## config.mk

```make
export PLATFORM = sky130hd
export DESIGN_NAME = paging_xlate_unit
export DESIGN_NICKNAME = d
export VERILOG_FILES = /design/src/rtl/xlate_pkg.sv /design/src/rtl/xlate_tlb.sv /design/src/rtl/xlate_ctrl.sv /design/src/rtl/paging_xlate_unit.sv
export SDC_FILE = /design/constraint.sdc
export NUM_CORES = 1
export LEC_CHECK = 0
export ABC_AREA = 1
export CAP_MARGIN = 20
export CORE_MARGIN = 3
export CORE_UTILIZATION = 35
export CTS_CLUSTER_SIZE = 30
export DETAILED_ROUTE_END_ITERATION = 10
export PLACE_DENSITY_LB_ADDON = 0.12
export SYNTH_ARGS = -nofsm -noshare
export SYNTH_HDL_FRONTEND = slang
export SYNTH_HIERARCHICAL = 1
export SYNTH_SLANG_ARGS = --single-unit
```

## constraint.sdc

```tcl
create_clock -name clk_i -period 4.3 [get_ports clk_i]
set_input_delay 0.86 -clock clk_i [delete_from_list [all_inputs] [get_ports clk_i]]
set_output_delay 0.86 -clock clk_i [all_outputs]
set_load 0.01 [all_outputs]
```

## src/rtl/xlate_pkg.sv

```systemverilog
package xlate_pkg;
  typedef enum logic [1:0] {
    ST_IDLE,
    ST_LOOK,
    ST_REQ,
    ST_WAIT
  } xlate_st_e;
endpackage

```

## src/rtl/xlate_tlb.sv

```systemverilog
module xlate_tlb #(
  parameter int N     = 8,
  parameter int VPN_W = 16,
  parameter int PFN_W = 16
) (
  input  logic             clk_i,
  input  logic             rst_ni,
  input  logic             flush_i,
  input  logic [VPN_W-1:0] lk_vpn_i,
  output logic             hit_o,
  output logic [PFN_W-1:0] hit_pfn_o,
  input  logic             fill_i,
  input  logic [VPN_W-1:0] fill_vpn_i,
  input  logic [PFN_W-1:0] fill_pfn_i
);
  localparam int IDX_W = (N > 1) ? $clog2(N) : 1;

  logic [N-1:0]     vld_q;
  logic [VPN_W-1:0] tag_q [N];
  logic [PFN_W-1:0] pfn_q [N];
  logic [IDX_W-1:0] rr_q;
  logic [N-1:0]     match;
  logic [IDX_W-1:0] free_idx, vict;
  logic             all_vld;

  for (genvar g = 0; g < N; g++) begin : g_cmp
    assign match[g] = vld_q[g] && (tag_q[g] == lk_vpn_i);
  end

  // lowest index wins: later loop iterations overwrite higher ones
  always_comb begin
    hit_o     = 1'b0;
    hit_pfn_o = '0;
    for (int i = N - 1; i >= 0; i--) begin
      if (match[i]) begin
        hit_o     = 1'b1;
        hit_pfn_o = pfn_q[i];
      end
    end
  end

  always_comb begin
    free_idx = '0;
    for (int i = N - 1; i >= 0; i--) begin
      if (!vld_q[i]) free_idx = IDX_W'(i);
    end
  end

  assign all_vld = &vld_q;
  assign vict    = all_vld ? rr_q : free_idx;

  always_ff @(posedge clk_i or negedge rst_ni) begin
    if (!rst_ni) begin
      vld_q <= '0;
      rr_q  <= '0;
    end else if (flush_i) begin
      vld_q <= '0;
      rr_q  <= '0;
    end else if (fill_i) begin
      vld_q[vict] <= 1'b1;
      if (all_vld) rr_q <= (rr_q == IDX_W'(N - 1)) ? '0 : rr_q + 1'b1;
    end
  end

  always_ff @(posedge clk_i) begin
    if (fill_i && !flush_i) begin
      tag_q[vict] <= fill_vpn_i;
      pfn_q[vict] <= fill_pfn_i;
    end
  end

  p_one_match_r11: assert property (@(posedge clk_i) disable iff (!rst_ni)
    $onehot0(match));

  p_flush_clears_r7: assert property (@(posedge clk_i) disable iff (!rst_ni)
    flush_i |=> (vld_q == '0) && !hit_o);

  p_fill_hits_r5: assert property (@(posedge clk_i) disable iff (!rst_ni)
    (fill_i && !flush_i && (lk_vpn_i == fill_vpn_i)) |=>
      ($stable(lk_vpn_i) |-> hit_o));
endmodule

```

## src/rtl/xlate_ctrl.sv

```systemverilog
module xlate_ctrl
  import xlate_pkg::*;
#(
  parameter int VPN_W = 16,
  parameter int PFN_W = 16,
  parameter int OFS_W = 8,
  parameter int TA_W  = 24
) (
  input  logic                   clk_i,
  input  logic                   rst_ni,
  input  logic                   req_valid_i,
  output logic                   req_ready_o,
  input  logic [VPN_W+OFS_W-1:0] req_vaddr_i,
  output logic                   resp_valid_o,
  output logic [PFN_W+OFS_W-1:0] resp_paddr_o,
  output logic                   resp_fault_o,
  input  logic                   ld_en_i,
  input  logic [TA_W-1:0]        ld_base_i,
  input  logic [VPN_W-1:0]       ld_limit_i,
  output logic [VPN_W-1:0]       lk_vpn_o,
  input  logic                   tlb_hit_i,
  input  logic [PFN_W-1:0]       tlb_pfn_i,
  output logic                   flush_o,
  output logic                   fill_o,
  output logic [VPN_W-1:0]       fill_vpn_o,
  output logic [PFN_W-1:0]       fill_pfn_o,
  output logic                   mem_req_o,
  output logic [TA_W-1:0]        mem_addr_o,
  input  logic                   mem_ready_i,
  input  logic                   mem_rvalid_i,
  input  logic [PFN_W-1:0]       mem_rdata_i
);
  xlate_st_e        st_q, st_d;
  logic [VPN_W-1:0] vpn_q, limit_q;
  logic [OFS_W-1:0] ofs_q;
  logic [TA_W-1:0]  base_q;
  logic             in_bnd, look, walk_done;
  logic [PFN_W-1:0] pfn_sel;

  assign in_bnd    = vpn_q <= limit_q;
  assign look      = st_q == ST_LOOK;
  assign walk_done = (st_q == ST_WAIT) && mem_rvalid_i;

  assign req_ready_o  = st_q == ST_IDLE;
  assign lk_vpn_o     = vpn_q;
  assign mem_req_o    = st_q == ST_REQ;
  assign mem_addr_o   = base_q + TA_W'(vpn_q);
  assign resp_fault_o = look && !tlb_hit_i && !in_bnd;
  assign resp_valid_o = (look && (tlb_hit_i || !in_bnd)) || walk_done;
  assign pfn_sel      = walk_done ? mem_rdata_i : tlb_pfn_i;
  assign resp_paddr_o = resp_fault_o ? '0 : {pfn_sel, ofs_q};
  assign flush_o      = ld_en_i;
  assign fill_o       = walk_done;
  assign fill_vpn_o   = vpn_q;
  assign fill_pfn_o   = mem_rdata_i;

  always_comb begin
    st_d = st_q;
    unique case (st_q)
      ST_IDLE: if (req_valid_i) st_d = ST_LOOK;
      ST_LOOK: st_d = (tlb_hit_i || !in_bnd) ? ST_IDLE : ST_REQ;
      ST_REQ:  if (mem_ready_i) st_d = ST_WAIT;
      ST_WAIT: if (mem_rvalid_i) st_d = ST_IDLE;
      default: st_d = ST_IDLE;
    endcase
  end

  always_ff @(posedge clk_i or negedge rst_ni) begin
    if (!rst_ni) begin
      st_q    <= ST_IDLE;
      vpn_q   <= '0;
      ofs_q   <= '0;
      base_q  <= '0;
      limit_q <= '0;
    end else begin
      st_q <= st_d;
      if (req_valid_i && req_ready_o) begin
        vpn_q <= req_vaddr_i[VPN_W+OFS_W-1:OFS_W];
        ofs_q <= req_vaddr_i[OFS_W-1:0];
      end
      if (ld_en_i) begin
        base_q  <= ld_base_i;
        limit_q <= ld_limit_i;
      end
    end
  end

  p_busy_after_accept_r8: assert property (@(posedge clk_i) disable iff (!rst_ni)
    (req_valid_i && req_ready_o) |=> !req_ready_o);

  p_hit_latency_r2: assert property (@(posedge clk_i) disable iff (!rst_ni)
    (req_valid_i && req_ready_o) |=> (tlb_hit_i |-> (resp_valid_o && !resp_fault_o)));

  p_fault_no_read_r4: assert property (@(posedge clk_i) disable iff (!rst_ni)
    resp_fault_o |=> !mem_req_o);

  p_req_stable_r9: assert property (@(posedge clk_i) disable iff (!rst_ni)
    (mem_req_o && !mem_ready_i && !ld_en_i) |=> (mem_req_o && $stable(mem_addr_o)));
endmodule

```

## src/rtl/paging_xlate_unit.sv

```systemverilog
module paging_xlate_unit #(
  parameter int OFS_W = 8,
  parameter int VPN_W = 16,
  parameter int PFN_W = 16,
  parameter int TLB_N = 8,
  parameter int TA_W  = 24
) (
  input  logic                   clk_i,
  input  logic                   rst_ni,
  input  logic                   req_valid_i,
  output logic                   req_ready_o,
  input  logic [VPN_W+OFS_W-1:0] req_vaddr_i,
  output logic                   resp_valid_o,
  output logic [PFN_W+OFS_W-1:0] resp_paddr_o,
  output logic                   resp_fault_o,
  input  logic                   ld_en_i,
  input  logic [TA_W-1:0]        ld_base_i,
  input  logic [VPN_W-1:0]       ld_limit_i,
  output logic                   mem_req_o,
  output logic [TA_W-1:0]        mem_addr_o,
  input  logic                   mem_ready_i,
  input  logic                   mem_rvalid_i,
  input  logic [PFN_W-1:0]       mem_rdata_i
);
  logic [VPN_W-1:0] lk_vpn, fill_vpn;
  logic [PFN_W-1:0] tlb_pfn, fill_pfn;
  logic             tlb_hit, flush, fill;

  xlate_ctrl #(
    .VPN_W(VPN_W), .PFN_W(PFN_W), .OFS_W(OFS_W), .TA_W(TA_W)
  ) u_ctrl (
    .clk_i, .rst_ni,
    .req_valid_i, .req_ready_o, .req_vaddr_i,
    .resp_valid_o, .resp_paddr_o, .resp_fault_o,
    .ld_en_i, .ld_base_i, .ld_limit_i,
    .lk_vpn_o   (lk_vpn),
    .tlb_hit_i  (tlb_hit),
    .tlb_pfn_i  (tlb_pfn),
    .flush_o    (flush),
    .fill_o     (fill),
    .fill_vpn_o (fill_vpn),
    .fill_pfn_o (fill_pfn),
    .mem_req_o, .mem_addr_o, .mem_ready_i, .mem_rvalid_i, .mem_rdata_i
  );

  xlate_tlb #(
    .N(TLB_N), .VPN_W(VPN_W), .PFN_W(PFN_W)
  ) u_tlb (
    .clk_i, .rst_ni,
    .flush_i    (flush),
    .lk_vpn_i   (lk_vpn),
    .hit_o      (tlb_hit),
    .hit_pfn_o  (tlb_pfn),
    .fill_i     (fill),
    .fill_vpn_i (fill_vpn),
    .fill_pfn_i (fill_pfn)
  );
endmodule

```

==> After elaboration in Yosys (flattened, before gate mapping) <==
Memories as Yosys holds them, arrays and structs flattened.
Index checks and enable logic that the tools add are counted.
{ "word_totals": {"memories": 2, "ff_bits": 77, "ramBits": 256, "wordCells": 98, "out_inout_bits": 52} }
{ "memory_table": {"columns": ["name", "words", "word_bits", "read_ports", "rd_clocked_by_memory_dff", "wr", "line_no", "rtl"], "rows": [
  ["u_tlb.pfn_q", 8, 16, 8, 0, 1, "xlate_tlb.sv:20", "logic [PFN_W-1:0] pfn_q [N];"],
  ["u_tlb.tag_q", 8, 16, 8, 0, 1, "xlate_tlb.sv:19", "logic [VPN_W-1:0] tag_q [N];"]
]} }
{ "classes": {"bitwise_logic": 1, "mux": 42, "reduce_logical": 26, "n_eq_ne": 15, "n_addsub": 2, "order_cmp": 3} }
{ "ops": {"columns": ["cell", "count"], "rows": [
  ["16-bit two-way mux", 9],
  ["16-bit equality test", 8],
  ["3-bit two-way mux", 13],
  ["24-bit by 16-bit adder with 24-bit output", 1],
  ["24-bit two-way mux", 1],
  ["16-bit less-or-equal comparator", 1],
  ["8-bit two-way mux", 2],
  ["1-bit logical AND", 15],
  ["1-bit two-way mux", 11],
  ["2-bit two-way mux", 4],
  ["8-bit bitwise OR", 1],
  ["2-bit one-hot mux with 4 select lines", 1],
  ["8-bit AND reduction", 1],
  ["2-bit equality test, second input constant", 2],
  ["3-bit by 4-bit < comparator with 1-bit output, second input constant", 1],
  ["2-bit inequality test, second input constant", 2],
  ["2-bit nonzero test", 2],
  ["3-bit by 1-bit adder with 3-bit output, second input constant", 1],
  ["1-bit demux with 3-bit select", 1],
  ["3-bit equality test, second input constant", 1],
  ["3-bit by 1-bit greater-or-equal comparator with 1-bit output, second input constant", 1],
  ["1-bit zero test", 3],
  ["3-bit AND reduction", 1],
  ["2-bit by 1-bit equality test with 1-bit output, second input constant", 1],
  ["other kinds (4)", 5]
]} }

==> Depth between registers and ports, before layout <==
{ "depth": {"word_depth": 16, "mapped_depth": 23, "depth_no_buf": 20} }

==> By module <==
The synthesis kept the hierarchy.
{ "modules_own_cells": {"columns": ["mod", "cells_per_inst", "instances", "area_each_um2"], "rows": [
  ["xlate_tlb", 1072, 1, 11792.6],
  ["xlate_ctrl", 613, 1, 4709.5]
]} }

==> Worst setup path before layout <==
Ideal clock, no wire load.
{ "synth_path": {"path_kind": "input port to flip-flop", "start": "input port mem_rvalid_i", "end": "memory u_tlb.pfn_q[3][0], enable pin", "stages": 9, "setup_slack_ps": 572, "arrival_ps": 3307, "setup_time_ps": 421, "path_buffers": 1, "path_cell_list": "inv_1 > nor3_4 > buf_6 > inv_1 > nor2_1 > inv_1 > a21oi_1 > nand2_1 > nor2_1"} }
{ "synth_between": {"elab_chain_cells": 4} }
{ "synth_lines": {"columns": ["element", "line_no", "rtl"], "rows": [
  ["from (decl)", "paging_xlate_unit.sv:22", "input logic mem_rvalid_i,"],
  ["1-bit logical AND", "xlate_ctrl.sv:42", "assign walk_done = (st_q == ST_WAIT) && mem_rvalid_i;"],
  ["via fill", "paging_xlate_unit.sv:27", "logic tlb_hit, flush, fill;"],
  ["1-bit logical AND", "xlate_tlb.sv:66", "if (fill_i && !flush_i) begin"],
  ["1-bit two-way mux", "xlate_tlb.sv:66", null],
  ["1-bit two-way mux (implied by the code)", "xlate_tlb.sv:68", "pfn_q[vict] <= fill_pfn_i;"],
  ["to (decl)", "xlate_tlb.sv:20", null]
]} }
The timed path passes the listed nets, and every way through them passes these cells.

==> Worst setup path in the final report <==
{ "layout_path": {"start": "register u_ctrl.vpn_q[14] (netlist: u_ctrl/fill_vpn_o[14])", "end": "output port resp_paddr_o[11]"} }
{ "layout_between": {"elab_chain_cells": 14} }
{ "layout_lines": {"columns": ["element", "line_no", "rtl"], "rows": [
  ["from (decl)", "xlate_ctrl.sv:34", "logic [VPN_W-1:0] vpn_q, limit_q;"],
  ["from (signal assigned)", "xlate_ctrl.sv:78", "vpn_q <= req_vaddr_i[VPN_W+OFS_W-1:OFS_W];"],
  ["16-bit equality test", "xlate_tlb.sv:27", "assign match[g] = vld_q[g] && (tag_q[g] == lk_vpn_i);"],
  ["1-bit logical AND", "xlate_tlb.sv:27", null],
  ["1-bit two-way mux (7 in a row)", "xlate_tlb.sv:35", "if (match[i]) begin"],
  ["1-bit two-way mux *", "xlate_tlb.sv:35", null],
  ["via tlb_hit", "paging_xlate_unit.sv:27", null],
  ["1-bit zero test *", "xlate_ctrl.sv:48", "assign resp_fault_o = look && !tlb_hit_i && !in_bnd;"],
  ["1-bit logical AND * (2 in a row)", "xlate_ctrl.sv:48", null],
  ["24-bit two-way mux *", "xlate_ctrl.sv:51", "assign resp_paddr_o = resp_fault_o ? '0 : {pfn_sel, ofs_q};"],
  ["to (decl)", "paging_xlate_unit.sv:14", "output logic [PFN_W+OFS_W-1:0] resp_paddr_o,"]
]} }
Mark *: on every way through the listed nets, which the timed path passes. The rest lies on a longest branch.

==> impl_metrics.yaml <==
sta:
  hold_viol_final: 0
  clock_skew_ns: 0.0186
  clock.fmax_ghz: 0.236
  drv_slew: 0
  setup_viol: 0
  fin_ws_ns: 0.0614
  worst_pin_slew_ns: 0.718
  finalCritPeriodShare_pct: 98.6
  period_needed_ns: 4.24
  max_slew_margin_pct: 52.1
  whs_ns: 0.267
  rsz0062_at_grt: "true"
power_and_ir_drop:
  power_w: 0.0118
  vdd_drop_max_uv: 291
  powerDensity_nw_per_um2: 570
  p_leak_nw: 8.97
floorplanning:
  core_area_um2: 46000
  initial_core_util_pct: 35.9
  io_pins: 138
  die-area_um2: 49800
  num_rows: 78
  die_height_um: 223
  fp.dieW_um: 223
setup_path:
  timing.rr.end: "u_tlb/tag_q[2][5]"
  start_kind: "flip-flop"
  required_ns: 3.44
  arrival_ns: 3.38
  critPathMaxFanout: 6
  cp-endpoint: "resp_paddr_o[11]"
  crit_type: "flip-flop to primary output"
  endpoint_kind: "primary output"
  reg2reg_slack_ns: 1.27
  crit_start: "u_ctrl/fill_vpn_o[14]"
  ff2ff_path_depth: 10
global_routing:
  grt_first_pass_wirelength_um: 70800
  grt_antenna_before_repair: 1
  grt_busiest_layer: "met2"
  use_met3_pct: 3.89
  globalRouteOverflowTotal: 0
  grt.met2_usage_pct: 28.5
  grt_usage_pct: 18.4
  grt_max_degree: 78
  use_met1_pct: 26.4
  grt_pass1_vias: 11871
synthesis:
  yosysWarnings: 6
  ys.flop_type: "edfxtp_1"
  synth_edf_count: 256
  synthCells: 1685
  synth-seq-cells: 333
  async_flop_share_pct: 23.1
  yosys.cell_types.count: 56
  synth.top_cells.by_area: "edfxtp_1, dfrtp_1, nand2_1, nor2_1, inv_1"
  synthesis.nets: 1806
  synth_top_cell_by_area: "edfxtp_1"
  yosysSeqAreaShare_pct: 58.3
  yosysTopAreaCellShare_pct: 46.6
  avgSynthCellArea_um2: 9.79
  syn_area_um2: 16500
clock_network:
  h-tree-depth: 2
  cts_hold_buf: 0
  cts-buffers-inserted: 41
  cts_max_path_buffers: 3
  clockRootBuffer: "clkbuf_16"
  cts_tree: "yes"
  cts_sinks: 333
  path_clk_slew_ns: 0.06
  insertion_delay_ns: 0.55
placed_design:
  port_buffers: 137
  finalWeightedCongestion: 0.855
  numPlacedInstances: 2416
  pre_cts_ws_ns: 0.171
  dp.final_hpwl_um: 31700
layout:
  drive_above_1_share_pct: 15.9
  most-common-layout-cells: "nand2_1, edfxtp_1, nor2_1"
  final_cell_count_no_fill: 2516
  fin_nets: 2007
  mostFrequentLayoutCell: "nand2_1"
  n_antenna_cell: 0
  syn_to_final_growth_pct: 25.1
routing:
  wl_per_cell_um: 18.5
  route.vias.total: 11975
  routed_wl_um: 46500
  drtIter0Drc: 794
  drc: 0
  dr.pass1.iters: 5
  ant_nets: 0
  viasPerCell: 4.76
worst_hold_path:
  min-delay-path-class: "primary input to asynchronous set/reset pin"
status:
  run_status: "finished, final reports clean"
flow_run:
  cap_violations: 0
report_power, final:
group | switching [W] | leakage [nW] | internal, W | total, W
Sequential | 0.000246 | 3.23 | 0.00387 | 0.00412
Clock | 0.00131 | 0.621 | 0.00199 | 0.00330
Combinational | 0.00251 | 5.12 | 0.00184 | 0.00435
logic make-up (layout without fill, tap and decap cells):
| group | Yosys count | in the layout | synth area share, % |
|---|---|---|---|
| compound gates | 174 | 174 | 5.88 |
| xor+xnor | 54 | 54 | 2.87 |
| simple gates | 793 | 793 | 20.0 |
| mux | 40 | 40 | 2.73 |
| fa+ha+maj | 35 | 35 | 2.70 |
| flops | 333 | 333 | 58.3 |
| buf+inv | 256 | 487 | 7.59 |
sequential cells by signal (all words and copies together) (netlist names), 3 cells and up, named ones only:
signal	count
u_tlb/pfn_q	128
u_tlb/vld_q	8
u_ctrl/ofs_q	8
u_ctrl/base_q	24
u_tlb/tag_q	128
u_tlb/rr_q	3
u_ctrl/limit_q	16
u_ctrl/fill_vpn_o	16
Yosys cell counts (all sizes together) (3+ instances only):
cell type	instances
edfxtp	256
inv	177
xnor2	21
nor2	226
clkbuf	6
o211ai	4
mux2	40
nand2	483
nor3	12
nand3b	3
o21ai	84
or2	9
a21oi	50
ha	34
nand3	40
o22ai	20
dfrtp	77
buf	72
a221oi	3
xor2	33
nand4	14
area by class of cell:
| cell class | count | area (µm²) |
|---|---|---|
| clock buffer | 64 | 1170 |
| clock inverter | 9 | 105 |
| multi-input combinational | 1096 | 5830 |
| sequential | 333 | 9630 |
| tap | 600 | 751 |
| inverter | 178 | 702 |
| fill | 4391 | 25300 |
| timing repair buffer | 236 | 2450 |
stage by stage:
step	utilization, %	setup TNS, ns	area [µm²]
after floorplan	-	0	16500
after global placement	40.7	0	18700
after detailed placement	40.8	0	18800
after CTS	44.3	0	20300
after global routing	44.9	-0.239	20600
final	44.9	0	20600
worst min path at each step:
stage                     cells after the start  slack (ns)                  to             from
after floorplan                               1        0.48     u_ctrl/ofs_q[3]  u_ctrl/ofs_q[3]
after global placement                        1        0.49     u_ctrl/ofs_q[0]  u_ctrl/ofs_q[0]
after detailed placement                      1        0.50     u_ctrl/ofs_q[1]  u_ctrl/ofs_q[1]
after CTS                                     1        0.51     u_ctrl/ofs_q[3]  u_ctrl/ofs_q[3]
after global routing                          1        0.28  u_ctrl/limit_q[14]           rst_ni
final                                         1        0.27  u_ctrl/limit_q[14]           rst_ni
per-layer routing:
| metal | wire length, µm | share of wire [%] |
|---|---|---|
| met1 | 22300 | 48 |
| met2 | 20600 | 44 |
| met3 | 2670 | 5.7 |
| met4 | 901 | 1.9 |
| met5 | 13 | 0.028 |
worst max-delay path: stages, from the launching register on:
cell and delay, ns:
dfrtp_2 0.40, clkinvlp_4 0.13, buf_12 0.15, or2_2 0.27
nand4_1 0.08, nor2_1 0.06, nand3_2 0.10, nand2_4 0.09
nor3b_1 0.17, nand4_1 0.22, nor2_2 0.22, nand3_4 0.15
clkbuf_16 0.21, nand2_1 0.06, inv_1 0.03, clkdlybuf4s50_1 0.46
what timing repair did:
item | CTS | global route
setup buffers | 17 | 6
cloned | 1 | 2
hold endpoints to repair | 0 | 0
pin swaps | 8 | 6
resized for setup | 39 | 59
endpoints found under the setup margin | 26 | 26
(Power assumes the default switching activity.)
